## src/rtl/tick_timer_pkg.sv

```systemverilog
package tick_timer_pkg;

   typedef enum logic [1:0] {
      RUN_STOP = 2'd0,
      RUN_UP   = 2'd1
   } run_mode_e;

   localparam int unsigned ADDR_CTRL = 0;
   localparam int unsigned ADDR_CNT  = 1;

   localparam int unsigned CC_IE_BIT   = 0;
   localparam int unsigned CC_FLAG_BIT = 1;

   function automatic int unsigned cmp_addr(input int unsigned k);
      return 2 + 2 * k;
   endfunction

   function automatic int unsigned cctl_addr(input int unsigned k);
      return 3 + 2 * k;
   endfunction

   function automatic int unsigned src_addr(input int unsigned n_ch);
      return 2 + 2 * n_ch;
   endfunction

endpackage

```

## src/rtl/tt_prescaler.sv

```systemverilog
module tt_prescaler #(
   parameter int DIV_W = 2
) (
   input  logic             clk,
   input  logic             rst_n,
   input  logic             run,
   input  logic             clr,
   input  logic [DIV_W-1:0] sel,
   output logic             tick
);
   localparam int PW = (1 << DIV_W) - 1;

   logic [PW-1:0] presc_q;
   logic [PW-1:0] lim;
   logic          at_lim;

   always_comb begin
      lim    = PW'((32'd1 << sel) - 32'd1);
      at_lim = (presc_q >= lim);
      tick   = run && at_lim;
   end

   always_ff @(posedge clk or negedge rst_n) begin
      if (!rst_n) begin
         presc_q <= '0;
      end else if (clr) begin
         presc_q <= '0;
      end else if (run) begin
         if (at_lim) presc_q <= '0;
         else        presc_q <= presc_q + 1'b1;
      end
   end
endmodule

```

## src/rtl/tt_counter.sv

```systemverilog
module tt_counter #(
   parameter int CNT_W = 16
) (
   input  logic             clk,
   input  logic             rst_n,
   input  logic             tick,
   input  logic             clr,
   input  logic [CNT_W-1:0] top,
   output logic [CNT_W-1:0] cnt,
   output logic [CNT_W-1:0] cnt_nxt,
   output logic             adv,
   output logic             wrap_evt
);
   logic [CNT_W-1:0] cnt_q;
   logic             at_top;

   always_comb begin
      at_top   = (cnt_q >= top);
      adv      = tick && !clr;
      wrap_evt = adv && at_top;
      cnt_nxt  = at_top ? '0 : cnt_q + 1'b1;
      cnt      = cnt_q;
   end

   always_ff @(posedge clk or negedge rst_n) begin
      if (!rst_n)     cnt_q <= '0;
      else if (clr)   cnt_q <= '0;
      else if (adv)   cnt_q <= cnt_nxt;
   end
endmodule

```

## src/rtl/tt_flag_cell.sv

```systemverilog
module tt_flag_cell (
   input  logic clk,
   input  logic rst_n,
   input  logic hw_set,
   input  logic sw_wr,
   input  logic sw_val,
   input  logic hw_clr,
   output logic flag
);
   always_ff @(posedge clk or negedge rst_n) begin
      if (!rst_n)      flag <= 1'b0;
      else if (hw_set) flag <= 1'b1;
      else if (sw_wr)  flag <= sw_val;
      else if (hw_clr) flag <= 1'b0;
   end
endmodule

```

## src/rtl/tt_prio_enc.sv

```systemverilog
module tt_prio_enc #(
   parameter int NSRC = 3,
   localparam int CODE_W = $clog2(NSRC + 1)
) (
   input  logic [NSRC-1:0]   req,
   output logic [CODE_W-1:0] code
);
   always_comb begin
      code = '0;
      for (int i = NSRC - 1; i >= 0; i--) begin
         if (req[i]) code = CODE_W'(i + 1);
      end
   end
endmodule

```

## src/rtl/tick_timer.sv

```systemverilog
module tick_timer
   import tick_timer_pkg::*;
#(
   parameter int CNT_W  = 16,
   parameter int NUM_CH = 3,
   parameter int DIV_W  = 2,
   parameter int ADDR_W = 4
) (
   input  logic                        clk,
   input  logic                        rst_n,
   input  logic                        wr_en,
   input  logic [ADDR_W-1:0]           addr,
   input  logic [CNT_W-1:0]            wdata,
   output logic [CNT_W-1:0]            rdata,
   input  logic                        ack_ch0,
   output logic                        irq_ch0,
   output logic                        irq_shared,
   output logic [$clog2(NUM_CH+1)-1:0] src_code
);
   localparam int MODE_LSB  = 0;
   localparam int DIV_LSB   = 2;
   localparam int WIE_BIT   = DIV_LSB + DIV_W;
   localparam int WFLAG_BIT = WIE_BIT + 1;
   localparam int CLR_BIT   = WIE_BIT + 2;
   localparam int SRC_W     = $clog2(NUM_CH + 1);
   localparam int NEED_A    = $clog2(src_addr(NUM_CH) + 1);

   if (NUM_CH < 2)          begin : g_bad_ch  $error("NUM_CH must be at least 2"); end
   if (CNT_W < CLR_BIT + 1) begin : g_bad_w   $error("CNT_W too narrow for control fields"); end
   if (ADDR_W < NEED_A)     begin : g_bad_a   $error("ADDR_W too narrow for register map"); end
   if (DIV_W < 1 || DIV_W > 3) begin : g_bad_d $error("DIV_W must be 1 to 3"); end

   logic [1:0]       mode_q;
   logic [DIV_W-1:0] div_q;
   logic             wrap_ie_q;
   logic [NUM_CH-1:0] ie_q;
   logic [CNT_W-1:0] cmp_q [NUM_CH];
   logic [NUM_CH-1:0] ch_flag;
   logic             wrap_flag;

   logic             ctrl_wr, clr_pulse, run_en, tick;
   logic [CNT_W-1:0] cnt_q, cnt_nxt;
   logic             adv, wrap_evt;
   logic [NUM_CH-1:0] shared_req;

   assign ctrl_wr   = wr_en && (addr == ADDR_W'(ADDR_CTRL));
   assign clr_pulse = ctrl_wr && wdata[CLR_BIT];
   assign run_en    = (mode_q == RUN_UP);

   always_ff @(posedge clk or negedge rst_n) begin
      if (!rst_n) begin
         mode_q    <= RUN_STOP;
         div_q     <= '0;
         wrap_ie_q <= 1'b0;
      end else if (ctrl_wr) begin
         mode_q    <= wdata[MODE_LSB +: 2];
         div_q     <= wdata[DIV_LSB +: DIV_W];
         wrap_ie_q <= wdata[WIE_BIT];
      end
   end

   tt_prescaler #(.DIV_W(DIV_W)) i_presc (
      .clk(clk), .rst_n(rst_n), .run(run_en), .clr(clr_pulse),
      .sel(div_q), .tick(tick)
   );

   tt_counter #(.CNT_W(CNT_W)) i_cnt (
      .clk(clk), .rst_n(rst_n), .tick(tick), .clr(clr_pulse),
      .top(cmp_q[0]), .cnt(cnt_q), .cnt_nxt(cnt_nxt),
      .adv(adv), .wrap_evt(wrap_evt)
   );

   for (genvar k = 0; k < NUM_CH; k++) begin : g_ch
      logic cmp_wr, cctl_wr, ch_clr;
      assign cmp_wr  = wr_en && (addr == ADDR_W'(cmp_addr(k)));
      assign cctl_wr = wr_en && (addr == ADDR_W'(cctl_addr(k)));

      always_ff @(posedge clk or negedge rst_n) begin
         if (!rst_n) begin
            cmp_q[k] <= '0;
            ie_q[k]  <= 1'b0;
         end else begin
            if (cmp_wr)  cmp_q[k] <= wdata;
            if (cctl_wr) ie_q[k]  <= wdata[CC_IE_BIT];
         end
      end

      if (k == 0) begin : g_ack
         assign ch_clr = ack_ch0;
      end else begin : g_noack
         assign ch_clr = 1'b0;
      end

      tt_flag_cell i_flag (
         .clk(clk), .rst_n(rst_n),
         .hw_set(adv && (cnt_nxt == cmp_q[k])),
         .sw_wr(cctl_wr), .sw_val(wdata[CC_FLAG_BIT]),
         .hw_clr(ch_clr), .flag(ch_flag[k])
      );

      if (k > 0) begin : g_req
         assign shared_req[k-1] = ch_flag[k] && ie_q[k];
      end
   end

   tt_flag_cell i_wrap_flag (
      .clk(clk), .rst_n(rst_n), .hw_set(wrap_evt),
      .sw_wr(ctrl_wr), .sw_val(wdata[WFLAG_BIT]),
      .hw_clr(1'b0), .flag(wrap_flag)
   );

   assign shared_req[NUM_CH-1] = wrap_flag && wrap_ie_q;

   tt_prio_enc #(.NSRC(NUM_CH)) i_prio (.req(shared_req), .code(src_code));

   assign irq_ch0    = ch_flag[0] && ie_q[0];
   assign irq_shared = |shared_req;

   always_comb begin
      rdata = '0;
      if (addr == ADDR_W'(ADDR_CTRL)) begin
         rdata[MODE_LSB +: 2]     = mode_q;
         rdata[DIV_LSB +: DIV_W]  = div_q;
         rdata[WIE_BIT]           = wrap_ie_q;
         rdata[WFLAG_BIT]         = wrap_flag;
      end else if (addr == ADDR_W'(ADDR_CNT)) begin
         rdata = cnt_q;
      end else if (addr == ADDR_W'(src_addr(NUM_CH))) begin
         rdata[SRC_W-1:0] = src_code;
      end
      for (int k = 0; k < NUM_CH; k++) begin
         if (addr == ADDR_W'(cmp_addr(k))) rdata = cmp_q[k];
         if (addr == ADDR_W'(cctl_addr(k))) begin
            rdata = '0;
            rdata[CC_IE_BIT]   = ie_q[k];
            rdata[CC_FLAG_BIT] = ch_flag[k];
         end
      end
   end
endmodule

```

## config.mk

```make
export PLATFORM = sky130hd
export DESIGN_NAME = tick_timer
export DESIGN_NICKNAME = d
export VERILOG_FILES = /design/src/rtl/tick_timer_pkg.sv /design/src/rtl/tt_prescaler.sv /design/src/rtl/tt_counter.sv /design/src/rtl/tt_flag_cell.sv /design/src/rtl/tt_prio_enc.sv /design/src/rtl/tick_timer.sv
export SDC_FILE = /design/constraint.sdc
export NUM_CORES = 1
export LEC_CHECK = 0
export BUFFER_PORTS_ARGS = -buffer_cell sky130_fd_sc_hd__buf_2
export CORE_MARGIN = 2
export CORE_UTILIZATION = 45
export DETAILED_ROUTE_END_ITERATION = 8
export GPL_ROUTABILITY_DRIVEN = 0
export PLACE_DENSITY = 0.72
export SLEW_MARGIN = 10
export SYNTH_ARGS = -nofsm -noshare
export SYNTH_HDL_FRONTEND = slang
export SYNTH_SLANG_ARGS = --single-unit
export TNS_END_PERCENT = 30
```

## constraint.sdc

```tcl
create_clock -name clk -period 4.4 [get_ports clk]
set_input_delay 0.22 -clock clk [delete_from_list [all_inputs] [get_ports clk]]
set_output_delay 0.22 -clock clk [all_outputs]
set_load 0.005 [all_outputs]
```

## Yosys cells after proc, flatten, opt, wreduce, memory -nomap -nowiden

Index checks and enable logic that the tools add are counted.

| word-level totals | value |
|---|---|
| output and inout port bits | 20 |
| input bits | 24 |
| word-level logic and storage cells | 89 |
| register bits after elaboration | 79 |

| operators by class | value |
|---|---|
| reductions and logical operators | 27 |
| $lt $le $gt $ge | 2 |
| mux-type cells | 29 |
| $add $sub $neg | 3 |
| equal/unequal tests | 12 |
| shifts and indexed selects | 1 |

Operators with widths:

| kind | count |
|---|---|
| $mux W16 | 9 |
| $eq A16 B16 Y1 | 3 |
| $logic_and A1 B1 Y1 | 18 |
| $add A16 B1 Y16 const B | 1 |
| $eq A4 B3 Y1 const B | 4 |
| $ge A16 B16 Y1 | 1 |
| $mux W14 | 1 |
| $mux W10 | 1 |
| $mux W2 | 5 |
| $reduce_bool A2 Y1 | 5 |
| $mux W1 | 9 |
| $mux W3 | 3 |
| $eq A4 B2 Y1 const B | 2 |
| $mux W6 | 1 |
| $eq A4 B1 Y1 const B | 1 |
| $eq A4 B4 Y1 const B | 1 |
| $logic_not A4 Y1 | 1 |
| $add A3 B1 Y3 const B | 1 |
| $ge A3 B3 Y1 | 1 |
| $reduce_bool A3 Y1 | 1 |
| $reduce_or A3 Y1 | 1 |
| $shl A1 B2 Y3 const A | 1 |
| $sub A3 B1 Y3 const B | 1 |
| $eq A2 B1 Y1 const B | 1 |
| $logic_not A1 Y1 | 1 |

## Logic depth before layout (Yosys ltp)

Gate-level depths: netlist of run 1.

| depth | value |
|---|---|
| depth after elaboration | 13 |
| mapped depth | 13 |
| depth with buffers taken out | 10 |

## Modules after synthesis

A second synthesis of run 1 with hierarchy kept.

| second synthesis, totals | value |
|---|---|
| cells, all modules | 565 |
| area, all modules | 5577.8 um^2 |

Modules (own cells, without submodules):

| module | area an instance (um^2) | cells an instance | times used |
|---|---|---|---|
| tick_timer | 3408.3 | 295 | 1 |
| tt_counter | 1726.7 | 223 | 1 |
| tt_prescaler | 259.0 | 27 | 1 |
| tt_flag_cell | 41.3 | 4 | 4 |
| tt_prio_enc | 18.8 | 4 | 1 |

## Least setup slack after synthesis of run 1

No wires, ideal clock.

| timing | value |
|---|---|
| path type | reg-to-reg |
| from | register i_cnt.cnt_q[0], in the netlist i_cnt.cnt[0] |
| to | register g_ch[0].i_flag.flag |
| data required time | 4336 ps |
| path slack | 1673 ps |
| clock period less this slack | 2727 ps |
| cell stages (with the launch flop) | 13 |
| arrival time | 2663 ps |
| buffers on the path | 3 |
| cell sequence | dfrtp_1 > buf_2 > inv_1 > ha_1 > nor2_1 > a21oi_1 > a2111oi_2 > o21a_1 > buf_2 > buf_1 > nand3_1 > a2111oi_0 > a21o_1 |

| between the ends | value |
|---|---|
| cells in the longest elaborated chain, start to end | 5 |
| elaborated cells between the ends (all ways) | 7 |

RTL lines:

| item | RTL line | source |
|---|---|---|
| start: declaration | tt_counter.sv:14 | `logic [CNT_W-1:0] cnt_q;` |
| start signal: assignment | tt_counter.sv:28 | `else if (adv) cnt_q <= cnt_nxt;` |
| $add A16 B1 Y16 or $ge A16 B16 Y1 (tied branches) | tt_counter.sv:21, tt_counter.sv:18 |  |
| $mux W16 * | tt_counter.sv:21 | `cnt_nxt = at_top ? '0 : cnt_q + 1'b1;` |
| $eq A16 B16 Y1 * | tick_timer.sv:96 | `.hw_set(adv && (cnt_nxt == cmp_q[k])),` |
| $logic_and A1 B1 Y1 * | tick_timer.sv:96 |  |
| $reduce_bool A3 Y1 (no line) or $mux W1 (tied branches) | n/a |  |
| end signal: assignment | tt_flag_cell.sv:13 | `else if (sw_wr) flag <= sw_val;` |
| end: declaration | tt_flag_cell.sv:8 | `output logic flag` |

Every way passes the cells marked *; elsewhere a longest branch is shown, timed or not.
A chain may end at the register's enable or synchronous reset.

## Worst setup path after layout of run 1

Ends and elaborated chain as after synthesis.

==> results_dict.tcl, run 1 <==
set metrics [dict create \
    outcome "complete, no violations" \
    grt_pass1_wl_um 28000 \
    ios 44 \
    rr_endpoint "g_ch[0].i_flag.flag" \
    rsz0062_at_grt "no" \
    wl_met2_um 8100 \
    syn_avg_cell_area_um2 9.34 \
    die_area_um2 14100 \
    fin_area_um2 6560 \
    num_vias 5342 \
    tns_ps 0 \
    finalNetCount 705 \
    worst_setup_path_start_kind "flop" \
    grt_pass1_vias 5140 \
    yosys_warnings 0 \
    fin_cells 837 \
    cts_root_buffer "clkbuf_16" \
    gr-usage-all-layers_pct 25.1 \
    synth_cell_types 65 \
    die_height_um 119 \
    drtPass1Iterations 7 \
    vias_per_cell 6.38 \
    dr_wl_met3_um 1540 \
    fin_hold_ws_ps 52.6 \
    wl_um 17400 \
    ys_seq_area_share_pct 33.4 \
    slowest_stage "o21a_1" \
    cp.buffers_inverters 2 \
    slew_violations 0 \
    port_buffers 43 \
    cts_tree "yes" \
    period_minus_slack_ps 3690 \
    clockBufferDepth 2 \
    r2r_start "i_cnt.cnt[0]" \
    syn_to_final_growth_pct 11.0 \
    drt-initial-drc-count 719 \
    crit_type "reg2reg" \
    overflow 0 \
    antenna_found_initial 0 \
    cts_hold_buf 0 \
    synth_edf_count 0 \
    ys_async_sr_fraction_pct 100 \
    fin_skew_ps 6.59 \
    setup_viol 0 \
    die_w_um 119 \
    r2r_cells 11 \
    p_leak_nw 2.91 \
    num_antenna_cells 0 \
    ys_ff_latch 79 \
    critPathMaxFanout 15 \
    hold_class "in2async" \
    cp_cell_sequence "inv_1 -> ha_1 -> nor2_1 -> a21oi_1 -> a2111oi_2 -> o21a_1 -> buf_4 -> a21oi_1 -> or3_1 -> a2111oi_0 -> a21o_1" \
    crit_top_cell "a21oi_1" \
    grt_max_degree 80 \
    dp_hpwl_um 12500 \
    synth_nets 678 \
    avgRoutedWirePerCell_um 20.8 \
    cts_setup_buffers 0 \
    path_delay_family "compound AO/OA/AOI/OAI gates" \
    nFillCells 1176 \
    post-place-cells 821 \
    cts_buffers 9 \
    r2r_setup_slack_ps 710 \
    drive_above_1_share_pct 20.8 \
    postRouteAntennaNets 0 \
    max_freq_ghz 0.271 \
    rows 41 \
    critPathRequiredTime_ps 4690 \
    initial_core_util_pct 46.5 \
    cts.reportedPaths.clkPinSlew_ps 60 \
    hold_viol 0 \
    h-tree-depth 3 \
    tightest_slew_ps 1100 \
    endpoint_kind "flop" \
    power_density_nw_per_um2 600 \
    synthFlopType "dfrtp_1" \
    peakVddDrop_uv 309 \
    synthCells 633 \
    clkSinkCount 79 \
    maxSlewHeadroom_pct 26.0 \
    placed_area_um2 6270 \
    wl_met1_um 7200 \
    max_stage_delay_ps 590 \
    netlist_area_um2 5910 \
    cp.arrival_ps 3970 \
    postCtsResizedCells 0 \
    core_area_um2 12700 \
    total_power_mw 3.94 \
    clock_latency_ps 350 \
    timing.final.crit_share_pct 83.8 \
    maxCapViolations 0 \
    routed.top_layer "met4" \
    drc 0 \
]
[layout by cell type (no fill, tap or decap), types with 4 or more instances in the layout]
cell type  netlist  final
a221o_1          5      5
nor3_1          21     20
a22oi_1         28     28
mux2i_1         10     10
xnor2_1         21     21
nand2b_1         7      7
mux2_1          11     11
o21ai_1         10      9
xor2_2           6      6
buf_4            0      9
nand4_1         14     14
and4_1           7      7
xnor3_1          6      6
nand3b_1         6      6
nor4b_1          7      6
dfrtp_1         79     79
buf_2           12     42
nand2_1         55     55
nor2_1          59     59
ha_1            21     21
inv_1           23     23
nand3_1         15     15
a32oi_1          4      4
a31oi_1          6      6
clkbuf_16        0      9
a21oi_1         33     33
o21ai_0         20     20
nor4_1           7      7
a21o_1          11     11
o211ai_1         5      5
xor2_1           7      7
mux2_2          46     46
[cell usage after synthesis, types with 3 or more instances]
master | n | area [µm²]
dfrtp_1 | 79 | 1980
nor3_1 | 21 | 105
ha_1 | 21 | 263
a22oi_1 | 28 | 210
o211ai_1 | 5 | 37.5
a32oi_1 | 4 | 35.0
a31oi_1 | 6 | 37.5
a21o_1 | 11 | 82.6
nor4b_1 | 7 | 61.3
xor2_2 | 6 | 97.6
xor2_1 | 7 | 61.3
o21ai_0 | 20 | 100
nand4_1 | 14 | 87.6
mux2_2 | 46 | 518
clkbuf_1 | 22 | 82.6
a21oi_1 | 33 | 165
inv_1 | 23 | 86.3
nand3b_1 | 6 | 45.0
nor4_4 | 3 | 63.8
nor2_1 | 59 | 221
a211o_1 | 3 | 26.3
and4_1 | 7 | 61.3
o22ai_1 | 3 | 18.8
nor4_1 | 7 | 43.8
buf_2 | 12 | 60.1
nand2b_1 | 7 | 43.8
xnor3_1 | 6 | 135
nand2_1 | 55 | 206
mux2_1 | 11 | 124
nand3_1 | 15 | 75.1
o21ai_1 | 10 | 50.1
mux2i_1 | 10 | 100
a221o_1 | 5 | 50.1
and2_1 | 3 | 18.8
xnor2_1 | 21 | 184
[power by group]
part | internal, mW | switching, mW
sequential | 0.926 | 0.404
clock | 0.399 | 0.318
combinational | 0.797 | 1.10
[flip-flops by register name (all words and copies together), names as in the netlist]
register and cells:
div_q 2, i_cnt.cnt 16, i_wrap_flag.flag 1, ie_q 3
wrap_ie_q 1, cmp_q 48, mode_q 2, g_ch.i_flag.flag 3
i_presc.presc_q 3
[cell families (layout without fill, tap and decap cells)]
| kind of cell | after synthesis | after routing | synth area share (%) |
|---|---|---|---|
| and+or+nand+nor | 220 | 220 | 20.1 |
| adders and majority gates | 21 | 21 | 4.44 |
| AOI/OAI and AO/OA | 146 | 146 | 16.9 |
| DFF | 79 | 79 | 33.4 |
| muxes | 67 | 67 | 12.6 |
| buffers and inverters | 58 | 90 | 3.94 |
| xor gates and xnor gates | 42 | 42 | 8.63 |
[layer usage]
layer | global-route usage, % | vias to the layer above
met4 | 8.63 | 0
met5 | 0 | -
li1 | - | 2398
met3 | 3.76 | 56
met1 | 34.8 | 2581
met2 | 40.1 | 307
[per-stage QoR]
step | worst slack [ps] | utilization (%)
2_1_floorplan | 1670 | -
3_3_place_gp | 1050 | 49.3
3_5_place_dp | 756 | 49.3
4_1_cts | 729 | 51.5
5_1_grt | 417 | 51.6
6_report | 712 | 51.6
[cell type report]
class                   count  area, µm²  area share [%]
clock buffers              10        239            3.64
clock inverters             6       45.0           0.686
inverters                  23       86.3            1.32
multi-input cells         496       3720            56.7
flip-flops and latches     79       1980            30.1
well taps                 172        215            3.28
repair buffers             51        278            4.23
[how the worst max path moves through the flow]
| stage | slack [ps] | startpoint | depth (start not counted) | end |
|---|---|---|---|---|
| after floorplan | 1670 | i_cnt.cnt[0] | 12 | g_ch[0].i_flag.flag |
| after global placement | 1050 | i_cnt.cnt[0] | 11 | g_ch[0].i_flag.flag |
| after detailed placement | 760 | i_cnt.cnt[0] | 11 | g_ch[0].i_flag.flag |
| after CTS | 730 | i_cnt.cnt[0] | 11 | g_ch[0].i_flag.flag |
| after global routing | 420 | i_cnt.cnt[0] | 11 | g_ch[0].i_flag.flag |
| final | 710 | i_cnt.cnt[0] | 11 | g_ch[0].i_flag.flag |
Power figures use the tool's default switching activity.
==> run 2: changes to the inputs <==
clock period = 3.7 ns   (was 4.4 ns; I/O delays follow)
==> results_dict.tcl, run 2 (same netlist as run 1, synthesis figures left out) <==
set metrics [dict create \
    outcome "finished, violations left" \
    violations "negative hold slack" \
    fin_hold_ws_ps -19.4 \
    postRouteAntennaNets 0 \
    power_density_nw_per_um2 744 \
    largest_reg_flops 48 \
    final_common_cell "dfrtp_1" \
    p_leak_nw 3.00 \
    cts.reportedPaths.clkPinSlew_ps 60 \
    cts_root_buffer "clkbuf_16" \
    finalNetCount 716 \
    p_int_mw 2.81 \
    drt-initial-drc-count 550 \
    grt_max_degree 80 \
    drive_above_1_share_pct 21.9 \
    slew_violations 0 \
    grt_pass1_wl_um 28900 \
    tightest_slew_ps 1050 \
    gr-usage-all-layers_pct 25.9 \
    initial_core_util_pct 46.5 \
    avgRoutedWirePerCell_um 21.0 \
    critPathMaxFanout 16 \
    rsz0062_at_grt "no" \
    total_power_mw 4.99 \
    critPathRequiredTime_ps 3970 \
    num_antenna_cells 0 \
    timing.final.crit_share_pct 89.2 \
    max_stage_delay_ps 560 \
    maxCapViolations 0 \
    hold_class "in2async" \
    power_frac_clock_pct 21.0 \
    drc 0 \
    vias_per_cell 6.32 \
    worst_setup_path_start_kind "flop" \
    rr_endpoint "i_cnt.cnt[2]" \
    ios 44 \
    cts_tree "yes" \
    startpoint "i_cnt.cnt[0]" \
    clock_latency_ps 350 \
    fin_cells 848 \
    die_w_um 119 \
    p_seq_share_pct 30.1 \
    wl_um 17800 \
    fin_skew_ps 4.69 \
    port_buffers 43 \
    cts_hold_buf 0 \
    maxSlewHeadroom_pct 30.3 \
    cts_setup_buffers 0 \
    critPathCapture "i_cnt.cnt[2]" \
    syn_to_final_growth_pct 13.4 \
    setup_viol 0 \
    slowest_stage "nor2_1" \
    peakVddDrop_uv 360 \
    cp_cell_sequence "inv_1 -> ha_1 -> nor2_1 -> a21oi_1 -> a2111oi_2 -> o21ai_2 -> buf_4 -> nor2_1 -> nand3b_1 -> a21oi_1" \
    clockBufferDepth 2 \
    p_switching_mw 2.18 \
    grt_pass1_vias 5397 \
    post-place-cells 832 \
    clkSinkCount 79 \
    fin_util_pct 52.7 \
    tns_ps 0 \
    endpoint_kind "flop" \
    die_area_um2 14100 \
    cp.arrival_ps 3570 \
    cts_buffers 9 \
    num_vias 5359 \
    mostFrequentLayoutCells "79 x dfrtp_1, 59 x nor2_1, 55 x nand2_1" \
    hold_viol 10 \
    overflow 0 \
    regMostFlops "cmp_q" \
    antenna_found_initial 0 \
    h-tree-depth 3 \
    rows 41 \
    core_area_um2 12700 \
    p_comb_share_pct 48.9 \
    period_minus_slack_ps 3300 \
    max_freq_ghz 0.303 \
    r2r_setup_slack_ps 400 \
    crit_type "reg2reg" \
    r2r_cells 10 \
    dp_hpwl_um 13200 \
    p_sw_share_pct 43.8 \
    postCtsResizedCells 0 \
    r2r_start "i_cnt.cnt[0]" \
    drtPass1Iterations 6 \
    die_height_um 119 \
]
## run 2: final cells by class
type,instances,area (µm²)
flip-flops and latches,79,1980
clock inverters,5,104
repair buffers,62,360
fillers,1184,6020
well taps,172,215
inverters,23,86.3
multi-input cells,496,3720
clock buffers,11,243
## run 2: power by group through the flow
stage               logic [mW]  clock network [mW]  registers (mW)
floorplan                 1.76                   0            1.34
global placement          2.29                   0            1.48
detailed placement        2.37                   0            1.50
CTS                       2.39                1.05            1.48
global route              2.65                1.10            1.53
finish                    2.44                1.05            1.50
## run 2: worst max-delay path, delay by kind of cell, from the launching register on
| kind | cells | cell delay [ps] |
|---|---|---|
| AOI/OAI and AO/OA | 4 | 1100 |
| and+or+nand+nor | 3 | 820 |
| DFF | 1 | 550 |
| buffers and inverters | 2 | 440 |
| adders and majority gates | 1 | 310 |
## run 2: worst min-delay path by stage
| stage | to | slack [ps] | start |
|---|---|---|---|
| final | i_cnt.cnt[12] | -20 | rst_n |
| after global routing | cmp_q[11] | 80 | wdata[11] |
| after CTS | i_cnt.cnt[8] | 70 | rst_n |
| after detailed placement | cmp_q[24] | 430 | rst_n |
| after global placement | i_cnt.cnt[12] | 410 | rst_n |
| after floorplan | cmp_q[0] | -110 | rst_n |
## run 2: metrics by stage
step,setup slack [ps],area (µm²)
final,400,6700
after global routing,87.9,6700
after CTS,429,6700
after detailed placement,468,6360
after global placement,575,6360
after floorplan,973,5910
## run 2: per-layer routing
| layer | wire, µm | part of all wire, % | track usage, % |
|---|---|---|---|
| met1 | 7180 | 40 | 32.7 |
| met5 | 0 | 0 | 0 |
| met3 | 1450 | 8.1 | 5.94 |
| met2 | 8420 | 47 | 42.5 |
| met4 | 775 | 4.3 | 11.4 |
==> run 3: changes to the inputs <==
--- a/config.mk
+++ b/config.mk
@@ -7,5 +7,5 @@
 export LEC_CHECK = 0
 export BUFFER_PORTS_ARGS = -buffer_cell sky130_fd_sc_hd__buf_2
-export CORE_MARGIN = 2
+export CORE_MARGIN = 8
 export CORE_UTILIZATION = 45
 export DETAILED_ROUTE_END_ITERATION = 8
==> constraint.sdc (replaced) <==
create_clock -name clk -period 3.7 [get_ports clk]
set_input_delay 0.37 -clock clk [delete_from_list [all_inputs] [get_ports clk]]
set_output_delay 0.37 -clock clk [all_outputs]
set_load 0.005 [all_outputs]
==> results_dict.tcl, run 3 (same netlist as run 1, synthesis figures left out) <==
set metrics [dict create \
    outcome "complete, no violations" \
    max_stage_delay_ps 560 \
    setup_viol 0 \
    mostFrequentLayoutCells "79 x dfrtp_1, 59 x nor2_1, 55 x nand2_1" \
    die_w_um 131 \
    post-place-cells 835 \
    finalNetCount 715 \
    fin_area_um2 6630 \
    grt_pass1_wl_um 29200 \
    crit_type "reg2reg" \
    rsz0062_at_grt "no" \
    fin_hold_ws_ps 213 \
    power_density_nw_per_um2 723 \
    drive_above_1_share_pct 21.7 \
    drt-initial-drc-count 673 \
    cp_cell_sequence "inv_1 -> ha_1 -> nor2_1 -> a21oi_1 -> a2111oi_2 -> o21ai_2 -> buf_4 -> a21o_1 -> a221oi_1 -> nand4_1 -> o21ai_1" \
    tns_ps 0 \
    num_antenna_cells 0 \
    die_area_um2 17100 \
    vias_per_cell 6.32 \
    critPathMaxFanout 22 \
    slew_violations 0 \
    cts_buffers 9 \
    ios 44 \
    total_power_mw 4.79 \
    clockBufferDepth 2 \
    postRouteAntennaNets 0 \
    placed_area_um2 6350 \
    die_height_um 131 \
    routed.top_layer "met4" \
    startpoint "i_cnt.cnt[0]" \
    period_minus_slack_ps 3500 \
    regMostFlops "cmp_q" \
    maxCapViolations 0 \
    critPathRequiredTime_ps 3960 \
    wl_um 18200 \
    worst_setup_path_start_kind "flop" \
    largest_reg_flops 48 \
    slowest_stage "dfrtp_1" \
    hold_class "in2async" \
    syn_to_final_growth_pct 12.2 \
    maxSlewHeadroom_pct 31.0 \
    cts_root_buffer "clkbuf_16" \
    cp.arrival_ps 3760 \
    max_freq_ghz 0.286 \
    cts.reportedPaths.clkPinSlew_ps 60 \
    grt_max_degree 80 \
    h-tree-depth 3 \
    detailedPlace.worstSlack_ps 333 \
    num_vias 5363 \
    fin_cells 849 \
    r2r_start "i_cnt.cnt[0]" \
    p_leak_nw 2.97 \
    core_area_um2 13000 \
    clock_latency_ps 340 \
    drtPass1Iterations 6 \
    overflow 0 \
    peakVddDrop_uv 344 \
    endpoint_kind "flop" \
    drc 0 \
    tightest_slew_ps 1040 \
    antenna_found_initial 0 \
    setup_slack_ps 204 \
    fin_util_pct 50.9 \
    clkSinkCount 79 \
    final_common_cell "dfrtp_1" \
    avgRoutedWirePerCell_um 21.4 \
    wl_met2_um 8380 \
    port_buffers 43 \
    nFillCells 1248 \
    gr-usage-all-layers_pct 22.1 \
    grt_pass1_vias 5458 \
    dp_hpwl_um 13400 \
    rows 42 \
    wl_met1_um 7400 \
    initial_core_util_pct 45.4 \
    fin_skew_ps 5.44 \
    register_area_um2 1980 \
    cts_tree "yes" \
    dr_wl_met3_um 1550 \
    hold_viol 0 \
    multi_input_area_um2 3720 \
    timing.final.crit_share_pct 94.5 \
]
## run 3: final timing paths
path | endpoint | slack [ps] | cells past startpoint
worst max-delay path | g_ch[2].i_flag.flag | 200 | 11
worst min-delay path | i_cnt.cnt[13] | 210 | 1
worst max register to register | g_ch[2].i_flag.flag | 200 | 11
worst min register to register | ie_q[0] | 550 | 1
max in group asynchronous | cmp_q[1] | 2830 | 1
min in group clk | cmp_q[15] | 260 | 2
## run 3: power breakdown
| part | switching (mW) | internal (mW) |
|---|---|---|
| Sequential | 0.420 | 1.10 |
| Clock | 0.349 | 0.514 |
| Combinational | 1.40 | 1.00 |
| Total | 2.17 | 2.62 |
## run 3: critical path, delay by kind of cell, from the launching register on
family | cells | cell delay, ps
flip-flops | 1 | 560
adder cells (fa/ha/maj) | 1 | 310
AO/OA/AOI/OAI | 6 | 1650
AND/OR/NAND/NOR | 2 | 390
buffers and inverters | 2 | 490
## run 3: metal layers
metal / vias up / track usage (%)
li1: 2413 / -
met5: - / 0
met1: 2593 / 27.7
met3: 64 / 4.75
met2: 293 / 35.7
met4: 0 / 10.5
## run 3: final cells by class
class	instances	area share, %
multi-input cells	496	56.1
flip-flops and latches	79	29.8
repair buffers	61	5.32
clock buffers	10	3.45
well taps	176	3.32
inverters	23	1.30
clock inverters	4	0.736
## run 3: repair_timing
item                                    in CTS  in global routing
endpoints found under the setup margin       0                  1
resized for setup                            0                  1
buffers inserted                             0                  0
hold buffers                                 0                  0
